**config.mk**
```make
export PLATFORM = sky130hd
export DESIGN_NAME = supv_reset_top
export DESIGN_NICKNAME = d
export VERILOG_FILES = /design/src/rtl/supv_pkg.sv /design/src/rtl/supv_sync.sv /design/src/rtl/supv_tick_gen.sv /design/src/rtl/supv_wdt.sv /design/src/rtl/supv_hold_seq.sv /design/src/rtl/supv_reset_top.sv
export SDC_FILE = /design/constraint.sdc
export NUM_CORES = 1
export LEC_CHECK = 0
export ABC_AREA = 1
export BUFFER_PORTS_ARGS = -buffer_cell sky130_fd_sc_hd__clkbuf_2
export CAP_MARGIN = 40
export CORE_ASPECT_RATIO = 0.8
export CORE_MARGIN = 2
export CORE_UTILIZATION = 55
export DETAILED_ROUTE_END_ITERATION = 10
export GPL_TIMING_DRIVEN = 0
export PLACE_DENSITY = 0.77
export SYNTH_ARGS = -nofsm -noshare
export SYNTH_HDL_FRONTEND = slang
export SYNTH_SLANG_ARGS = --single-unit
```
**constraint.sdc**
```tcl
create_clock -name clk -period 1.5 [get_ports clk]
set_input_delay 0.075 -clock clk [delete_from_list [all_inputs] [get_ports clk]]
set_output_delay 0.075 -clock clk [all_outputs]
set_load 0.005 [all_outputs]
```
**src/rtl/supv_pkg.sv**
```systemverilog
// Package: shared types for the supply supervisor.
// Assumes: two-bit interval codes, with the top code meaning "watchdog off".
package supv_pkg;

    typedef enum logic [1:0] {
        WD_SEL_SHORT = 2'b00,
        WD_SEL_MID   = 2'b01,
        WD_SEL_LONG  = 2'b10,
        WD_SEL_OFF   = 2'b11
    } wd_sel_e;

endpackage

```
**src/rtl/supv_sync.sv**
```systemverilog
// Module: supv_sync
// Carries an asynchronous vector into the clock domain through a chain of
// STAGES flops. Assumes STAGES >= 2. Every stage resets to zero.
module supv_sync #(
    parameter int W      = 1,
    parameter int STAGES = 2
) (
    input  logic         clk,
    input  logic         rst_n,
    input  logic [W-1:0] d,
    output logic [W-1:0] q
);

    logic [STAGES-1:0][W-1:0] chain_q;

    // Shift the input through the synchronizer chain.
    always_ff @(posedge clk) begin
        if (!rst_n) begin
            chain_q <= '0;
        end else begin
            chain_q[0] <= d;
            for (int i = 1; i < STAGES; i++) begin
                chain_q[i] <= chain_q[i-1];
            end
        end
    end

    assign q = chain_q[STAGES-1];

endmodule

```
**src/rtl/supv_tick_gen.sv**
```systemverilog
// Module: supv_tick_gen
// Prescaler. It emits a one-cycle tick every DIV cycles. A restart pulse
// realigns the phase, so the next tick comes DIV cycles after the restart.
// Assumes DIV >= 1.
module supv_tick_gen #(
    parameter int DIV = 4
) (
    input  logic clk,
    input  logic rst_n,
    input  logic restart,
    output logic tick
);

    localparam int CW = (DIV > 1) ? $clog2(DIV) : 1;

    logic [CW-1:0] cnt_q;

    assign tick = (cnt_q == CW'(DIV - 1));

    // Count the cycles of one tick period and wrap on the tick.
    always_ff @(posedge clk) begin
        if (!rst_n || restart) begin
            cnt_q <= '0;
        end else if (tick) begin
            cnt_q <= '0;
        end else begin
            cnt_q <= cnt_q + CW'(1);
        end
    end

endmodule

```
**src/rtl/supv_wdt.sv**
```systemverilog
// Module: supv_wdt
// Bus-activity watchdog. It detects edges on the synchronized line and
// counts prescaler ticks of quiet time against the selected limit. It
// raises a one-cycle expire pulse when the limit is reached. The count is
// held at zero while frozen, while the watchdog is off, or when an edge is
// seen. Assumes all limits are >= 1.
module supv_wdt
    import supv_pkg::*;
#(
    parameter int DIV     = 4,
    parameter int T_SHORT = 6,
    parameter int T_MID   = 10,
    parameter int T_LONG  = 15
) (
    input  logic    clk,
    input  logic    rst_n,
    input  wd_sel_e sel,
    input  logic    line_s,
    input  logic    freeze,
    output logic    expire
);

    localparam int TMAX_A = (T_SHORT > T_MID) ? T_SHORT : T_MID;
    localparam int TMAX   = (TMAX_A > T_LONG) ? TMAX_A : T_LONG;
    localparam int CW     = $clog2(TMAX + 1);

    // Map an interval code to its tick limit.
    function automatic logic [CW-1:0] limit_of(input wd_sel_e s);
        case (s)
            WD_SEL_SHORT: limit_of = CW'(T_SHORT);
            WD_SEL_MID:   limit_of = CW'(T_MID);
            WD_SEL_LONG:  limit_of = CW'(T_LONG);
            default:      limit_of = CW'(TMAX);
        endcase
    endfunction

    logic          line_d;
    logic          edge_seen;
    logic          enabled;
    logic          clear;
    logic          tick;
    logic          at_last;
    logic [CW-1:0] lim_m1;
    logic [CW-1:0] cnt_q;

    // Keep the previous line level for edge detection.
    always_ff @(posedge clk) begin
        if (!rst_n) begin
            line_d <= 1'b0;
        end else begin
            line_d <= line_s;
        end
    end

    assign edge_seen = line_s ^ line_d;
    assign enabled   = (sel != WD_SEL_OFF);
    assign clear     = !enabled || freeze || edge_seen;
    assign lim_m1    = limit_of(sel) - CW'(1);
    assign at_last   = (cnt_q == lim_m1);
    assign expire    = tick && at_last && !clear;

    supv_tick_gen #(.DIV(DIV)) u_tick (
        .clk     (clk),
        .rst_n   (rst_n),
        .restart (clear),
        .tick    (tick)
    );

    // Count quiet ticks and wrap to zero on expiry.
    always_ff @(posedge clk) begin
        if (!rst_n || clear) begin
            cnt_q <= '0;
        end else if (tick) begin
            cnt_q <= at_last ? '0 : cnt_q + CW'(1);
        end
    end

endmodule

```
**src/rtl/supv_hold_seq.sv**
```systemverilog
// Module: supv_hold_seq
// Reset hold sequencer. It keeps reset active while the synchronized
// low-supply flag is high, then for REC_T ticks after the flag clears.
// After power-on, and after a watchdog expiry, it keeps reset active for
// POR_T ticks. Every load realigns the prescaler, so hold times are exact.
// Assumes POR_T >= 1.
module supv_hold_seq #(
    parameter int DIV   = 4,
    parameter int POR_T = 5,
    parameter int REC_T = 3
) (
    input  logic clk,
    input  logic rst_n,
    input  logic low_s,
    input  logic wd_expire,
    output logic active
);

    localparam int HMAX = (POR_T > REC_T) ? POR_T : REC_T;
    localparam int HW   = $clog2(HMAX + 1);

    logic          tick;
    logic          load_por;
    logic          restart;
    logic [HW-1:0] hold_q;

    assign load_por = wd_expire && !active;
    assign restart  = low_s || load_por;
    assign active   = low_s || (hold_q != '0);

    supv_tick_gen #(.DIV(DIV)) u_tick (
        .clk     (clk),
        .rst_n   (rst_n),
        .restart (restart),
        .tick    (tick)
    );

    // Load or count down the remaining hold ticks; a low supply wins.
    always_ff @(posedge clk) begin
        if (!rst_n) begin
            hold_q <= HW'(POR_T);
        end else if (low_s) begin
            hold_q <= HW'(REC_T);
        end else if (load_por) begin
            hold_q <= HW'(POR_T);
        end else if (tick && hold_q != '0) begin
            hold_q <= hold_q - HW'(1);
        end
    end

endmodule

```
**src/rtl/supv_reset_top.sv**
```systemverilog
// Module: supv_reset_top
// Supply supervisor top. It synchronizes the low-supply flag and the
// watched data line. It latches the watchdog interval code while rst_n is
// low and keeps it until the next reset. It combines the hold sequencer and
// the watchdog into one registered reset at the polarity set by ACTIVE_LOW.
// Assumes rst_n models the power-on event and stays low for a few cycles.
module supv_reset_top
    import supv_pkg::*;
#(
    parameter int TICK_DIV       = 1000,
    parameter int POR_TICKS      = 250,
    parameter int RECOVER_TICKS  = 250,
    parameter int WD_SHORT_TICKS = 150,
    parameter int WD_MID_TICKS   = 600,
    parameter int WD_LONG_TICKS  = 1400,
    parameter int SYNC_STAGES    = 2,
    parameter bit ACTIVE_LOW     = 1'b1
) (
    input  logic       clk,
    input  logic       rst_n,
    input  logic       supply_low,
    input  logic       wd_line,
    input  logic [1:0] wd_sel_init,
    output logic       sys_rst
);

    wd_sel_e cfg_q;
    logic    low_s;
    logic    line_s;
    logic    hold_active;
    logic    wd_expire;
    logic    rst_q;

    // Latch the interval code during reset and keep it afterwards.
    always_ff @(posedge clk) begin
        if (!rst_n) begin
            cfg_q <= wd_sel_e'(wd_sel_init);
        end
    end

    supv_sync #(.W(1), .STAGES(SYNC_STAGES)) u_sync_low (
        .clk   (clk),
        .rst_n (rst_n),
        .d     (supply_low),
        .q     (low_s)
    );

    supv_sync #(.W(1), .STAGES(SYNC_STAGES)) u_sync_line (
        .clk   (clk),
        .rst_n (rst_n),
        .d     (wd_line),
        .q     (line_s)
    );

    supv_hold_seq #(
        .DIV   (TICK_DIV),
        .POR_T (POR_TICKS),
        .REC_T (RECOVER_TICKS)
    ) u_hold (
        .clk       (clk),
        .rst_n     (rst_n),
        .low_s     (low_s),
        .wd_expire (wd_expire),
        .active    (hold_active)
    );

    supv_wdt #(
        .DIV     (TICK_DIV),
        .T_SHORT (WD_SHORT_TICKS),
        .T_MID   (WD_MID_TICKS),
        .T_LONG  (WD_LONG_TICKS)
    ) u_wdt (
        .clk    (clk),
        .rst_n  (rst_n),
        .sel    (cfg_q),
        .line_s (line_s),
        .freeze (hold_active),
        .expire (wd_expire)
    );

    // Register the combined reset so the output is glitch-free.
    always_ff @(posedge clk) begin
        if (!rst_n) begin
            rst_q <= 1'b1;
        end else begin
            rst_q <= hold_active;
        end
    end

    generate
        if (ACTIVE_LOW) begin : g_out_low
            assign sys_rst = ~rst_q;
        end else begin : g_out_high
            assign sys_rst = rst_q;
        end
    endgenerate

endmodule

```
==> Word-level counts from Yosys, hierarchy flattened <==
Cells that the tools add are included.
{ "word_totals": {"wordCells": 45, "output_inout_bits": 1, "in_bits": 6, "reg_bits": 47} }
{ "op_classes": {"bitwise": 3, "mux": 2, "reduce_logical": 19, "n_addsub": 5, "eq_ne": 5} }
{ "op_table": {"columns": ["cell", "count"], "rows": [
  ["$pmux 11 s2", 1],
  ["$add 10x1->10 const B", 2],
  ["$eq 10x10->1 const B", 2],
  ["$add 11x1->11 const B", 1],
  ["$eq 11x11->1", 1],
  ["$mux 11", 1],
  ["$sub 11x1->11 const B", 1],
  ["$reduce_bool 8->1", 1],
  ["$sub 8x1->8 const B", 1],
  ["$logic_or 1x1->1", 6],
  ["$logic_and 1x1->1", 4],
  ["$logic_not 1->1", 4],
  ["$reduce_or 2->1", 2],
  ["$reduce_or 3->1", 1],
  ["$eq 2x1->1 const B", 1],
  ["$logic_not 2->1", 1],
  ["$ne 2x2->1 const B", 1],
  ["$not 1->1", 2],
  ["$xor 1x1->1", 1]
]} }

==> Depth between registers and ports, before layout <==
Gate-level depths: netlist (run 1).
{ "depth": {"word_depth": 10, "mapped_depth": 12, "depth_no_buf": 12} }

==> By module <==
From an unflattened synthesis (run 1), not the netlist that was laid out.
{ "unflattened": {"hier_cells": 349, "hier_area_um2": 2498.6} }
{ "by_module_without_submodules": {"columns": ["mod", "area_each_um2", "instances", "cells_each", "seq_area_each_um2"], "rows": [
  ["supv_tick_gen", 460.4, 2, 63, 200.2],
  ["supv_wdt", 782.0, 1, 126, 240.2],
  ["supv_hold_seq", 590.6, 1, 78, 160.2],
  ["supv_sync", 55.1, 2, 6, 40.0],
  ["supv_reset_top", 95.1, 1, 7, 80.1]
]} }

==> Worst setup path after synthesis (run 1) <==
Ideal clock, no wire load.
{ "synth_path": {"kind": "register to register", "start": "register u_wdt.u_tick.cnt_q[0]", "end": "register u_wdt.cnt_q[10]", "stages_incl_launch_ff": 11, "setup_slack_ps": 96, "n_path_buf": 0, "period_less_slack_ps": 1404, "setup_ps": 113, "arrival_time_ps": 1291, "cell_sequence": "dfxtp_1 ha_1 nand2_2 clkinv_2 nand3_2 nor2_4 nand3_4 nor2_4 nand3_1 nand2_1 nor2_1"} }
{ "synth_between": {"elab_chain_cells": 1} }
{ "synth_rtl": {"columns": ["element", "line_no", "rtl"], "rows": [
  ["start, declared", "supv_tick_gen.sv:16", "logic [CW-1:0] cnt_q;"],
  ["start signal, assigned", "supv_tick_gen.sv:27", "cnt_q <= cnt_q + CW'(1);"],
  ["$eq 10x10->1", "supv_tick_gen.sv:18", "assign tick = (cnt_q == CW'(DIV - 1));"],
  ["end signal, assigned", "supv_wdt.sv:74", "cnt_q <= at_last ? '0 : cnt_q + CW'(1);"],
  ["end, declared", "supv_wdt.sv:44", "logic [CW-1:0] cnt_q;"]
]} }
No other way between the ends.
A chain may end at the register's enable or synchronous reset.

==> Worst setup path after layout (run 1) <==
{ "layout_path": {"start": "register u_wdt.u_tick.cnt_q[4]", "end": "register u_hold.u_tick.cnt_q[2]"} }
{ "layout_between": {"elab_chain_cells": 7} }
{ "layout_rtl": {"columns": ["element", "line_no", "rtl"], "rows": [
  ["$eq 10x10->1", "supv_tick_gen.sv:18", null],
  ["$logic_and 1x1->1 (2 in series)", "supv_wdt.sv:60", "assign expire = tick && at_last && !clear;"],
  ["$logic_and 1x1->1", "supv_hold_seq.sv:27", "assign load_por = wd_expire && !active;"],
  ["$logic_or 1x1->1", "supv_hold_seq.sv:28", "assign restart = low_s || load_por;"],
  ["$logic_or 1x1->1", "supv_tick_gen.sv:22", "if (!rst_n || restart) begin"],
  ["$reduce_or 2->1 (no line)", null, null],
  ["end signal, assigned", "supv_tick_gen.sv:27", null],
  ["end, declared", "supv_tick_gen.sv:16", null]
]} }
No other way between the ends.

==> impl_metrics.csv, run 1 <==
group,metric,value,unit
setup_path,crit_type,"reg2reg",
setup_path,cp_top_family,"simple AND/OR/NAND/NOR gates",
layout,fin_util,0.7244,
route,dr.max_layer_used,"met4",
run_status,status,"finished with violations",
route,met2WireLength,2798,um
logic_synthesis,syn_area,2404,um2
layout,final_cell_area,3045,um2
global_routing,grt_pass1_wl,8673,um
min_path,hold_start,"rst_n",
setup_path,worstSetupEndpointType,"register",
clock_tree,cts.sinks,47,
route,routed_via_density,5.194,
setup_path,cp_slowest_cell,"dfxtp_1",
clock_tree,clock_latency,310,ps
sta,rsz0062_at_grt,"yes",
setup_path,required,1700,ps
clock_tree,cts_tree,"built",
logic_synthesis,synth_top_family_by_area,"simple AND/OR/NAND/NOR gates",
power_and_ir_drop,p_leak,1.190,nW
place,dp_hpwl,3085,um
die,fp.dieH,63.13,um
min_path,holdCritPathClass,"in2reg",
sta,hold_viol_final,0,
layout,nets,367,
sta,drv_slew,0,
setup_path,startpoint,"u_wdt.u_tick.cnt_q[4]$_SDFF_PP0_",
route,ant_nets,0,
global_routing,grt.overflow.total,0,
layout,drive_above_1_share,0.3146,
layout,antenna_cells,0,
logic_synthesis,synth_fp_nets,328,
route,drtPass1Iterations,4,
logic_synthesis,synth_compound_area_frac,0.02863,
logic_synthesis,yosysUniqueCellTypes,28,
place,gp_congestion,0.8511,
die,die_width,77.91,um
logic_synthesis,synth_top_area_share,0.3748,
logic_synthesis,synth_xor_area_frac,0.08017,
logic_synthesis,syn-instance-count,317,
setup_path,r2r-start,"u_wdt.u_tick.cnt_q[4]$_SDFF_PP0_",
die,die_area,4918,um2
sta,finalWorstSetupSlack,-75.74,ps
place,place_area,2505,um2
logic_synthesis,synth_mux_area_frac,0,
clock_tree,cts_buffers,5,
power_and_ir_drop,power_density,719.3,nW/um2
place,port_buffers,6,
global_routing,track_usage,0.2233,
setup_path,r2r_cells,6,
setup_path,cp-start-kind,"register",
die,placementRows,21,
sta,worst_pin_slew,367.7,ps
logic_synthesis,synthSimpleGateAreaFrac,0.3889,
setup_path,cp.arrival,1780,ps
sta,finalClockSkew,9.043,ps
route,drc_errors,0,
die,start_util,0.5717,
setup_path,rr_endpoint,"u_hold.u_tick.cnt_q[2]$_SDFF_PP0_",
sta,period_needed,1576,ps
die,core_area,4204,um2
sta,fmax,0.6346,GHz
route,met1_length,2320,um
logic_synthesis,syn_avg_cell_area,7.582,um2
route,post_drt_wl_per_cell,13.41,um
logic_synthesis,synthFlopType,"dfxtp_1",
sta,setup_viol_count_final,21,
power_and_ir_drop,peakVddDrop,0.7265,mV
setup_path,critPathMaxStageDelay,360,ps
setup_path,r2r_slack,-80,ps
clock_tree,clk_pin_slew,90,ps
clock_tree,clockBufferDepth,2,
route,drtIter0Drc,121,
logic_synthesis,synthAdderAreaFrac,0.02603,
logic_synthesis,synth_edf_count,2,
setup_path,path_buf_inv,0,
global_routing,grt_max_degree,14,
logic_synthesis,ys_seq_elements,47,
setup_path,worstPathMaxFanout,6,
logic_synthesis,yosysSeqAreaShare,0.3998,
clock_tree,htree_levels,2,
job,max-cap-violations,0,
logic_synthesis,yosys.area.top_type,"dfxtp_1",
logic_synthesis,async_flop_share,0,
logic_synthesis,synthTopCellsByArea,"dfxtp_1 37%, nand2_1 12%, inv_1 6.2%",
setup_path,cp_cell_sequence,"nor2_2 -> nand2_1 -> nor3_2 -> nand3_4 -> nand3_4 -> nor2_2",
route,vias,2145,
sta,slew_headroom,0.7543,
min_path,min_to,"u_sync_line.q$_SDFF_PN0_",
route,routed_wl,5538,um
global_routing,antenna_found_initial,0,
min_path,holdPathStages,3,
global_routing,first_global_vias,1999,
layout,layout-area-overhead-vs-synth,26.70,%
route,wl_met3,255,um
sta,finalCritPeriodShare,1.050,
logic_synthesis,yosysWarnings,0,
run_status,failed_checks,"negative setup slack",
die,ios,7,
clock_tree,clockRootBuffer,"clkbuf_8",
layer usage:
layer / up-vias / global-route usage
li1: 1067 / -
met1: 1002 / 0.2716
met2: 63 / 0.3782
met3: 13 / 0.06160
met4: 0 / 0.08333
met5: - / 0
sequential cells by signal, summed over array words and instances, names as in the netlist:
name / count
cfg_q: 2
u_wdt.cnt_q: 11
u_wdt.u_tick.cnt_q: 10
u_hold.hold_q: 8
u_hold.u_tick.cnt_q: 10
u_sync_low.chain_q: 1
u_sync_line.q: 1
u_wdt.line_d: 1
rst_q: 1
u_sync_line.chain_q: 1
u_sync_low.q: 1
area by class of cell:
type                            count  area (um2)
Inverter                           48       197.7
Clock buffer                        6       82.58
Sequential cell                    47       964.7
Timing Repair Buffer               31       264.0
Tap cell                           57       71.32
Fill cell                         295        1159
Multi-Input combinational cell    223        1460
Clock inverter                      1       5.005
through the flow:
stage / setup WS, ps / power (mW) / hold slack [ps] / TNS [ps] / std cells
detailed placement: -101.0 / 1.389 / 254.1 / -1700 / 380
finish: -75.74 / 2.191 / 68.88 / -1099 / 413
CTS: -45.24 / 2.182 / 53.05 / -354.2 / 401
global placement: -83.99 / 1.385 / 253.4 / -1249 / 380
floorplan: 95.94 / 1.366 / 168.5 / 0 / 317
global route: -150.5 / 2.258 / 68.98 / -3019 / 413
synth_stat cells, types with 2 or more instances:
cell and n:
nand2_1 75, dfxtp_1 45, inv_1 40, nor2_1 37, nand3_1 19, nor2_2 17, xor2_1 13, nand4_1 9
xnor2_1 9, a21oi_1 6, ha_1 5, inv_2 5, nand3_2 5, nor2_4 4, nor3_1 4, nor3_2 4
clkinv_2 3, nand3_4 3, o21ai_0 3, edfxtp_1 2, nand2_2 2
worst register-to-register path, cell delays in order (launching register included):
cell	delay, ps
dfxtp_1	360
nor2_2	190
nand2_1	140
nor3_2	360
nand3_4	210
nand3_4	160
nor2_2	50
placed cells by master, fill, tap and decap left out, types with 4 or more instances in the layout:
cell type | netlist | routed
nand4_1 | 9 | 9
nor3_2 | 4 | 4
xor2_1 | 13 | 13
inv_2 | 5 | 4
nor2_1 | 37 | 28
inv_1 | 40 | 39
buf_4 | 0 | 16
nand3_4 | 3 | 8
clkbuf_8 | 0 | 6
nand3_2 | 5 | 5
xnor2_1 | 9 | 9
nor2_2 | 17 | 20
dlygate4sd3_1 | 0 | 4
dfxtp_1 | 45 | 42
nand3_1 | 19 | 15
clkbuf_2 | 0 | 6
nand2_2 | 2 | 8
a21oi_1 | 6 | 4
nor2_4 | 4 | 10
nand2_1 | 75 | 67
report_power, final:
group	switching [mW]	internal, mW
Clock	0.427	0.362
Sequential	0.0135	1.27
Combinational	0.0661	0.0492
Total	0.506	1.68
cells by family (layout without fill, tap and decap cells):
group	Yosys count	count (layout)
AOI/OAI and AO/OA	12	12
buffers and inverters	48	86
xor gates and xnor gates	22	22
DFF	47	47
adders and majority gates	5	5
and+or+nand+nor	183	184
what timing repair did:
item	in CTS	in global routing
resized for setup	15	42
setup buffers	9	12
pin swaps	8	21
endpoints found under the hold margin	4	0
hold buffers	4	0
cloned	1	0
setup endpoints to repair	30	37
how the worst max path moves through the flow:
stage / to / slack [ps] / cells after the start
detailed placement: u_hold.hold_q[7]$_SDFFE_PP1P_ / -100 / 9
finish: u_hold.u_tick.cnt_q[2]$_SDFF_PP0_ / -80 / 6
global placement: u_hold.u_tick.cnt_q[8]$_SDFF_PP0_ / -80 / 9
CTS: u_hold.u_tick.cnt_q[2]$_SDFF_PP0_ / -50 / 8
floorplan: u_wdt.cnt_q[10]$_SDFFE_PP0N_ / 100 / 10
global route: u_hold.u_tick.cnt_q[2]$_SDFF_PP0_ / -150 / 6
Power figures use the tool's default switching activity.
==> inputs of run 2 (changes only) <==
--- a/config.mk
+++ b/config.mk
@@ -6,7 +6,7 @@
 export NUM_CORES = 1
 export LEC_CHECK = 0
 export ABC_AREA = 1
-export BUFFER_PORTS_ARGS = -buffer_cell sky130_fd_sc_hd__clkbuf_2
+export BUFFER_PORTS_ARGS = -buffer_cell sky130_fd_sc_hd__buf_2
 export CAP_MARGIN = 40
 export CORE_ASPECT_RATIO = 0.8
 export CORE_MARGIN = 2
==> run 2 against run 1 <==
Against the previous run: the flow finishes with violations (design-rule violations, negative setup slack); via count fell by 5.7%; utilization shrank 1.2 points; sequential cell count stayed put; non-clock buffer count is 1 lower; worst hold slack worse by 14 ps; critical path depth rose by 2; critical path type unchanged; critical endpoint unchanged.
==> impl_metrics.csv, run 2 (synthesis results as in run 1) <==
group,metric,value,unit
place,dp_hpwl,3010,um
layout,mostFrequentLayoutCell,"nand2_1",
place,dp_cells,380,
sta,finalCritPeriodShare,1.051,
layout,top_regs,"u_wdt.cnt_q: 11 flops, u_hold.u_tick.cnt_q: 10 flops, u_wdt.u_tick.cnt_q: 10 flops",
sta,finalWorstSetupSlack,-77.15,ps
min_path,holdCritPathClass,"in2reg",
setup_path,worstPathMaxFanout,7,
setup_path,r2r_slack,-80,ps
layout,fin_util,0.7128,
place,port_buffers,6,
clock_tree,clock_latency,300,ps
sta,hold_viol_final,0,
setup_path,startpoint,"cfg_q[1]$_DFFE_PN_",
die,fp.dieH,63.13,um
setup_path,required,1700,ps
die,die_area,4918,um2
run_status,failed_checks,"design-rule violations, negative setup slack",
sta,rsz0062_at_grt,"yes",
sta,fin_setup_tns,-1140,ps
route,routed_via_density,4.896,
power_and_ir_drop,p_leak,1.192,nW
clock_tree,clockRootBuffer,"clkbuf_8",
sta,worst_pin_slew,350.4,ps
die,start_util,0.5717,
layout,drive_above_1_share,0.3174,
power_and_ir_drop,finalPower,2.423,mW
route,ant_nets,0,
die,core_area,4204,um2
die,die_width,77.91,um
setup_path,cp-endpoint,"u_hold.u_tick.cnt_q[2]$_SDFF_PP0_",
run_status,status,"finished with violations",
setup_path,cp-start-kind,"register",
sta,slew_headroom,0.7659,
global_routing,grt.overflow.total,0,
global_routing,antenna_found_initial,0,
sta,drv_slew,0,
place,place_area,2505,um2
power_and_ir_drop,peakVddDrop,0.8874,mV
clock_tree,cts_buffers,5,
setup_path,worstSetupEndpointType,"register",
layout,layoutNonFillerInstCount,413,
clock_tree,cts_tree,"built",
clock_tree,clockBufferDepth,2,
die,ios,7,
place,gp_congestion,0.8490,
layout,antenna_cells,0,
layout,largest_reg_flops,11,
layout,final_cell_area,2997,um2
global_routing,track_usage,0.2023,
clock_tree,cts.sinks,47,
global_routing,grt_pass1_wl,8024,um
layout,regMostFlops,"u_wdt.cnt_q",
sta,period_needed,1577,ps
route,routed_wl,4968,um
sta,finalClockSkew,4.495,ps
power_and_ir_drop,power_density,808.4,nW/um2
setup_path,cp.arrival,1770,ps
clock_tree,clk_pin_slew,90,ps
route,drc_errors,2,
global_routing,grt_max_degree,15,
route,drtIter0Drc,114,
layout,nets,366,
route,post_drt_wl_per_cell,12.03,um
layout,layout-area-overhead-vs-synth,24.67,%
setup_path,crit_type,"reg2reg",
sta,fmax,0.6341,GHz
setup_path,r2r-start,"cfg_q[1]$_DFFE_PN_",
job,max-cap-violations,0,
die,placementRows,21,
sta,setup_viol_count_final,19,
route,vias,2022,
layout,final_cell_mix,"65 x nand2_1, 40 x dfxtp_1, 38 x inv_1",
global_routing,first_global_vias,1922,
route,drtPass1Iterations,8,
clock_tree,htree_levels,2,
setup_path,rr_endpoint,"u_hold.u_tick.cnt_q[2]$_SDFF_PP0_",
setup_path,r2r_cells,8,
## run 2: cell types whose count changed in the layout (fill, tap and decap cells not counted), sizes merged
cell	previous run	this run
inv	46	47
clkbuf	12	7
clkinv	3	1
bufinv	0	1
buf	21	26
## run 2: critical path: stages, from the launching register on
cell,delay (ps)
edfxtp_1,470
nor2_2,200
nand2_1,90
nand2_2,100
nand3_2,100
nor2_4,150
nand3_4,170
nand3_4,160
nor2_2,50
## run 2: stage by stage
stage               hold slack [ps]  setup WS (ps)
CTS                           47.21          1.801
detailed placement            253.3         -81.34
global placement              253.0         -85.86
global route                  45.75         -162.4
finish                        54.65         -77.15
floorplan                     168.5          95.94
## run 2: worst min-delay path by stage
stage | from | end | slack (ps) | cells after the start
6_report | rst_n | u_sync_line.q$_SDFF_PN0_ | 50 | 3
5_1_grt | rst_n | u_sync_line.q$_SDFF_PN0_ | 50 | 3
4_1_cts | rst_n | u_sync_line.q$_SDFF_PN0_ | 50 | 3
3_5_place_dp | wd_sel_init[0] | cfg_q[0]$_DFFE_PN_ | 250 | 1
3_3_place_gp | wd_sel_init[0] | cfg_q[0]$_DFFE_PN_ | 250 | 1
2_1_floorplan | rst_n | u_sync_line.chain_q[0]$_SDFF_PN0_ | 170 | 2
## run 2: layer usage
metal  up-vias  track usage  part of all wire
met5         -            0                 0
met4         0      0.05044            0.0072
met3         4      0.05158             0.044
met2        41       0.3287              0.48
met1       913       0.2707              0.46
li1       1064            -                 -
## run 2: where the power goes
| part | switching [mW] | total, mW | internal, mW |
|---|---|---|---|
| clock | 0.430 | 1.03 | 0.599 |
| combinational | 0.0613 | 0.109 | 0.0476 |
| sequential | 0.0134 | 1.28 | 1.27 |
## run 2: layout make-up
cell class | count | area (um2)
clock buffer | 7 | 97.59
clock inverter | 1 | 30.03
fill | 311 | 1207
inverter | 48 | 190.2
multi-input combinational | 223 | 1406
sequential | 47 | 969.7
tap | 57 | 71.32
timing repair buffer | 30 | 231.5
## run 2: repair_timing
item / in CTS / in global routing
hold endpoints to repair: 4 / 0
hold buffers: 4 / 0
setup endpoints to repair: 27 / 37
gates cloned: 1 / 0
buffers inserted: 12 / 8
resized for setup: 12 / 38
pin swaps: 6 / 20
==> inputs of run 3 (changes only) <==
--- a/config.mk
+++ b/config.mk
@@ -9,7 +9,7 @@
 export BUFFER_PORTS_ARGS = -buffer_cell sky130_fd_sc_hd__buf_2
 export CAP_MARGIN = 40
 export CORE_ASPECT_RATIO = 0.8
-export CORE_MARGIN = 2
+export CORE_MARGIN = 4
 export CORE_UTILIZATION = 55
 export DETAILED_ROUTE_END_ITERATION = 10
 export GPL_TIMING_DRIVEN = 0
==> run 3 against run 2 <==
Against the previous run: the flow now finishes without violations; design area is 4.0% lower; clock skew is 2.3 ps lower; non-clock buffer count is 10 lower; sequential share of layout area is 1.2 points higher; combinational power is 11% lower; register-to-register slack better by 110 ps; utilization is 2.9 points lower; critical path type unchanged; largest power group unchanged.
==> impl_metrics.csv, run 3 (synthesis results as in run 1) <==
group,metric,value,unit
layout,final_cell_area,2877,um2
setup_path,r2r_slack,40,ps
layout,layout-area-overhead-vs-synth,19.68,%
sta,timing.hold.ws,47.41,ps
setup_path,worstSetupEndpointType,"register",
sta,setup_viol_count_final,0,
layout,drive_above_1_share,0.2688,
layout,final_cell_mix,"71 x nand2_1, 41 x dfxtp_1, 39 x inv_1",
global_routing,grt_pass1_wl,7790,um
route,post_drt_wl_per_cell,11.90,um
die,fp.dieH,67.13,um
sta,slew_headroom,0.7573,
sta,finalClockSkew,2.220,ps
setup_path,crit_type,"reg2reg",
place,port_buffers,6,
global_routing,grt_max_degree,14,
route,drtPass1Iterations,4,
setup_path,r2r-start,"u_hold.hold_q[0]$_SDFFE_PP0P_",
layout,mostFrequentLayoutCell,"nand2_1",
clock_tree,htree_levels,2,
setup_path,required,1750,ps
die,die_area,5498,um2
sta,drv_slew,0,
setup_path,cpMostUsedCell,"inv_2",
clock_tree,clk_pin_slew,80,ps
power_and_ir_drop,p_leak,1.125,nW
place,dp_hpwl,2976,um
power_and_ir_drop,power_density,774.4,nW/um2
power_and_ir_drop,finalPower,2.228,mW
die,start_util,0.5717,
global_routing,track_usage,0.1889,
clock_tree,cts_buffers,5,
layout,fillCellCount,341,
setup_path,rr_endpoint,"u_wdt.cnt_q[10]$_SDFFE_PP0N_",
route,ant_nets,0,
place,gp_congestion,0.8304,
die,placementRows,21,
power_and_ir_drop,peakVddDrop,0.8455,mV
sta,period_needed,1463,ps
sta,fmax,0.6834,GHz
global_routing,grt.overflow.total,0,
setup_path,worstPathMaxFanout,8,
clock_tree,cts.sinks,47,
place,place_area,2505,um2
min_path,hold_start,"rst_n",
min_path,holdCritPathClass,"in2reg",
route,routed_via_density,4.943,
setup_path,cp-start-kind,"register",
clock_tree,clockRootBuffer,"clkbuf_8",
sta,rsz0062_at_grt,"yes",
clock_tree,clockBufferDepth,2,
layout,top_regs,"u_wdt.cnt_q: 11 flops, u_hold.u_tick.cnt_q: 10 flops, u_wdt.u_tick.cnt_q: 10 flops",
clock_tree,clock_latency,300,ps
global_routing,first_global_vias,1791,
layout,regMostFlops,"u_wdt.cnt_q",
clock_tree,cts_tree,"built",
die,core_area,4204,um2
setup_path,r2r_cells,12,
setup_path,cp.arrival,1710,ps
sta,finalCritPeriodShare,0.9756,
layout,fin_util,0.6842,
place,dp_cells,380,
job,max-cap-violations,0,
run_status,status,"completed",
die,die_width,81.91,um
layout,antenna_cells,0,
layout,nets,356,
global_routing,antenna_found_initial,0,
route,vias,1992,
route,routed_wl,4794,um
sta,worst_pin_slew,363.2,ps
layout,largest_reg_flops,11,
sta,hold_viol_final,0,
min_path,holdPathStages,3,
sta,fin_setup_tns,0,ps
setup_path,critPathMaxStageDelay,320,ps
layout,layoutNonFillerInstCount,403,
setup_path,cp_cell_sequence,"inv_2 -> ha_1 -> inv_1 -> nor2_4 -> nand2_2 -> inv_2 -> nand3_2 -> clkinv_4 -> nand2_8 -> inv_2 -> nand2_1 -> nor2_1",
place,dp_slack,-103.0,ps
die,ios,7,
route,drtIter0Drc,136,
setup_path,cp_slowest_cell,"dfxtp_1",
sta,finalWorstSetupSlack,36.64,ps
route,drc_errors,0,
min_path,min_to,"u_wdt.line_d$_SDFF_PN0_",
==> run 3: routing by layer <==
layer / GRT usage / wire length [um] / share of wire / vias up
li1: - / - / - / 1042
met1: 0.2430 / 2245 / 0.47 / 909
met2: 0.2923 / 2283 / 0.48 / 30
met3: 0.04189 / 161 / 0.034 / 11
met4: 0.1058 / 104 / 0.022 / 0
met5: 0 / 0 / 0 / -
==> run 3: how the worst max path moves through the flow <==
stage / start / endpoint / depth (start not counted)
2_1_floorplan: u_wdt.u_tick.cnt_q[0]$_SDFF_PP0_ / u_wdt.cnt_q[10]$_SDFFE_PP0N_ / 10
6_report: u_hold.hold_q[0]$_SDFFE_PP0P_ / u_wdt.cnt_q[10]$_SDFFE_PP0N_ / 12
4_1_cts: u_wdt.u_tick.cnt_q[0]$_SDFF_PP0_ / u_wdt.cnt_q[10]$_SDFFE_PP0N_ / 10
3_5_place_dp: u_hold.hold_q[0]$_SDFFE_PP0P_ / u_hold.u_tick.cnt_q[3]$_SDFF_PP0_ / 9
5_1_grt: u_hold.hold_q[0]$_SDFFE_PP0P_ / u_wdt.cnt_q[10]$_SDFFE_PP0N_ / 12
3_3_place_gp: u_hold.hold_q[0]$_SDFFE_PP0P_ / u_hold.u_tick.cnt_q[0]$_SDFF_PP0_ / 9
==> run 3: critical path: cells and delay by family (launching register included) <==
kind,cells,cell delay (ps)
adder cells (fa/ha/maj),1,140
buffers and inverters,5,380
flip-flops,1,320
AND/OR/NAND/NOR,6,560
==> run 3: timing repair <==
item / 4_1_cts / 5_1_grt
hold buffers: 4 / 0
hold endpoints to repair: 4 / 0
gates cloned: 1 / 0
buffers inserted: 6 / 4
pin swaps: 5 / 9
gates resized for setup: 12 / 26
endpoints found under the setup margin: 30 / 37
==> run 3: layout make-up <==
type,count,area (um2),share of cell area
multi-input combinational,223,1394,0.4846
sequential,47,965.9,0.3358
inverter,48,192.7,0.06699
timing repair buffer,20,152.6,0.05307
clock buffer,8,100.1,0.03480
tap,57,71.32,0.02479
==> run 3: report_power, final <==
group          switching (mW)  total [mW]  leakage, nW  internal [mW]
clock                   0.422       0.843       0.0515          0.421
combinational          0.0548      0.0973        0.689         0.0425
sequential             0.0150        1.29        0.384           1.27
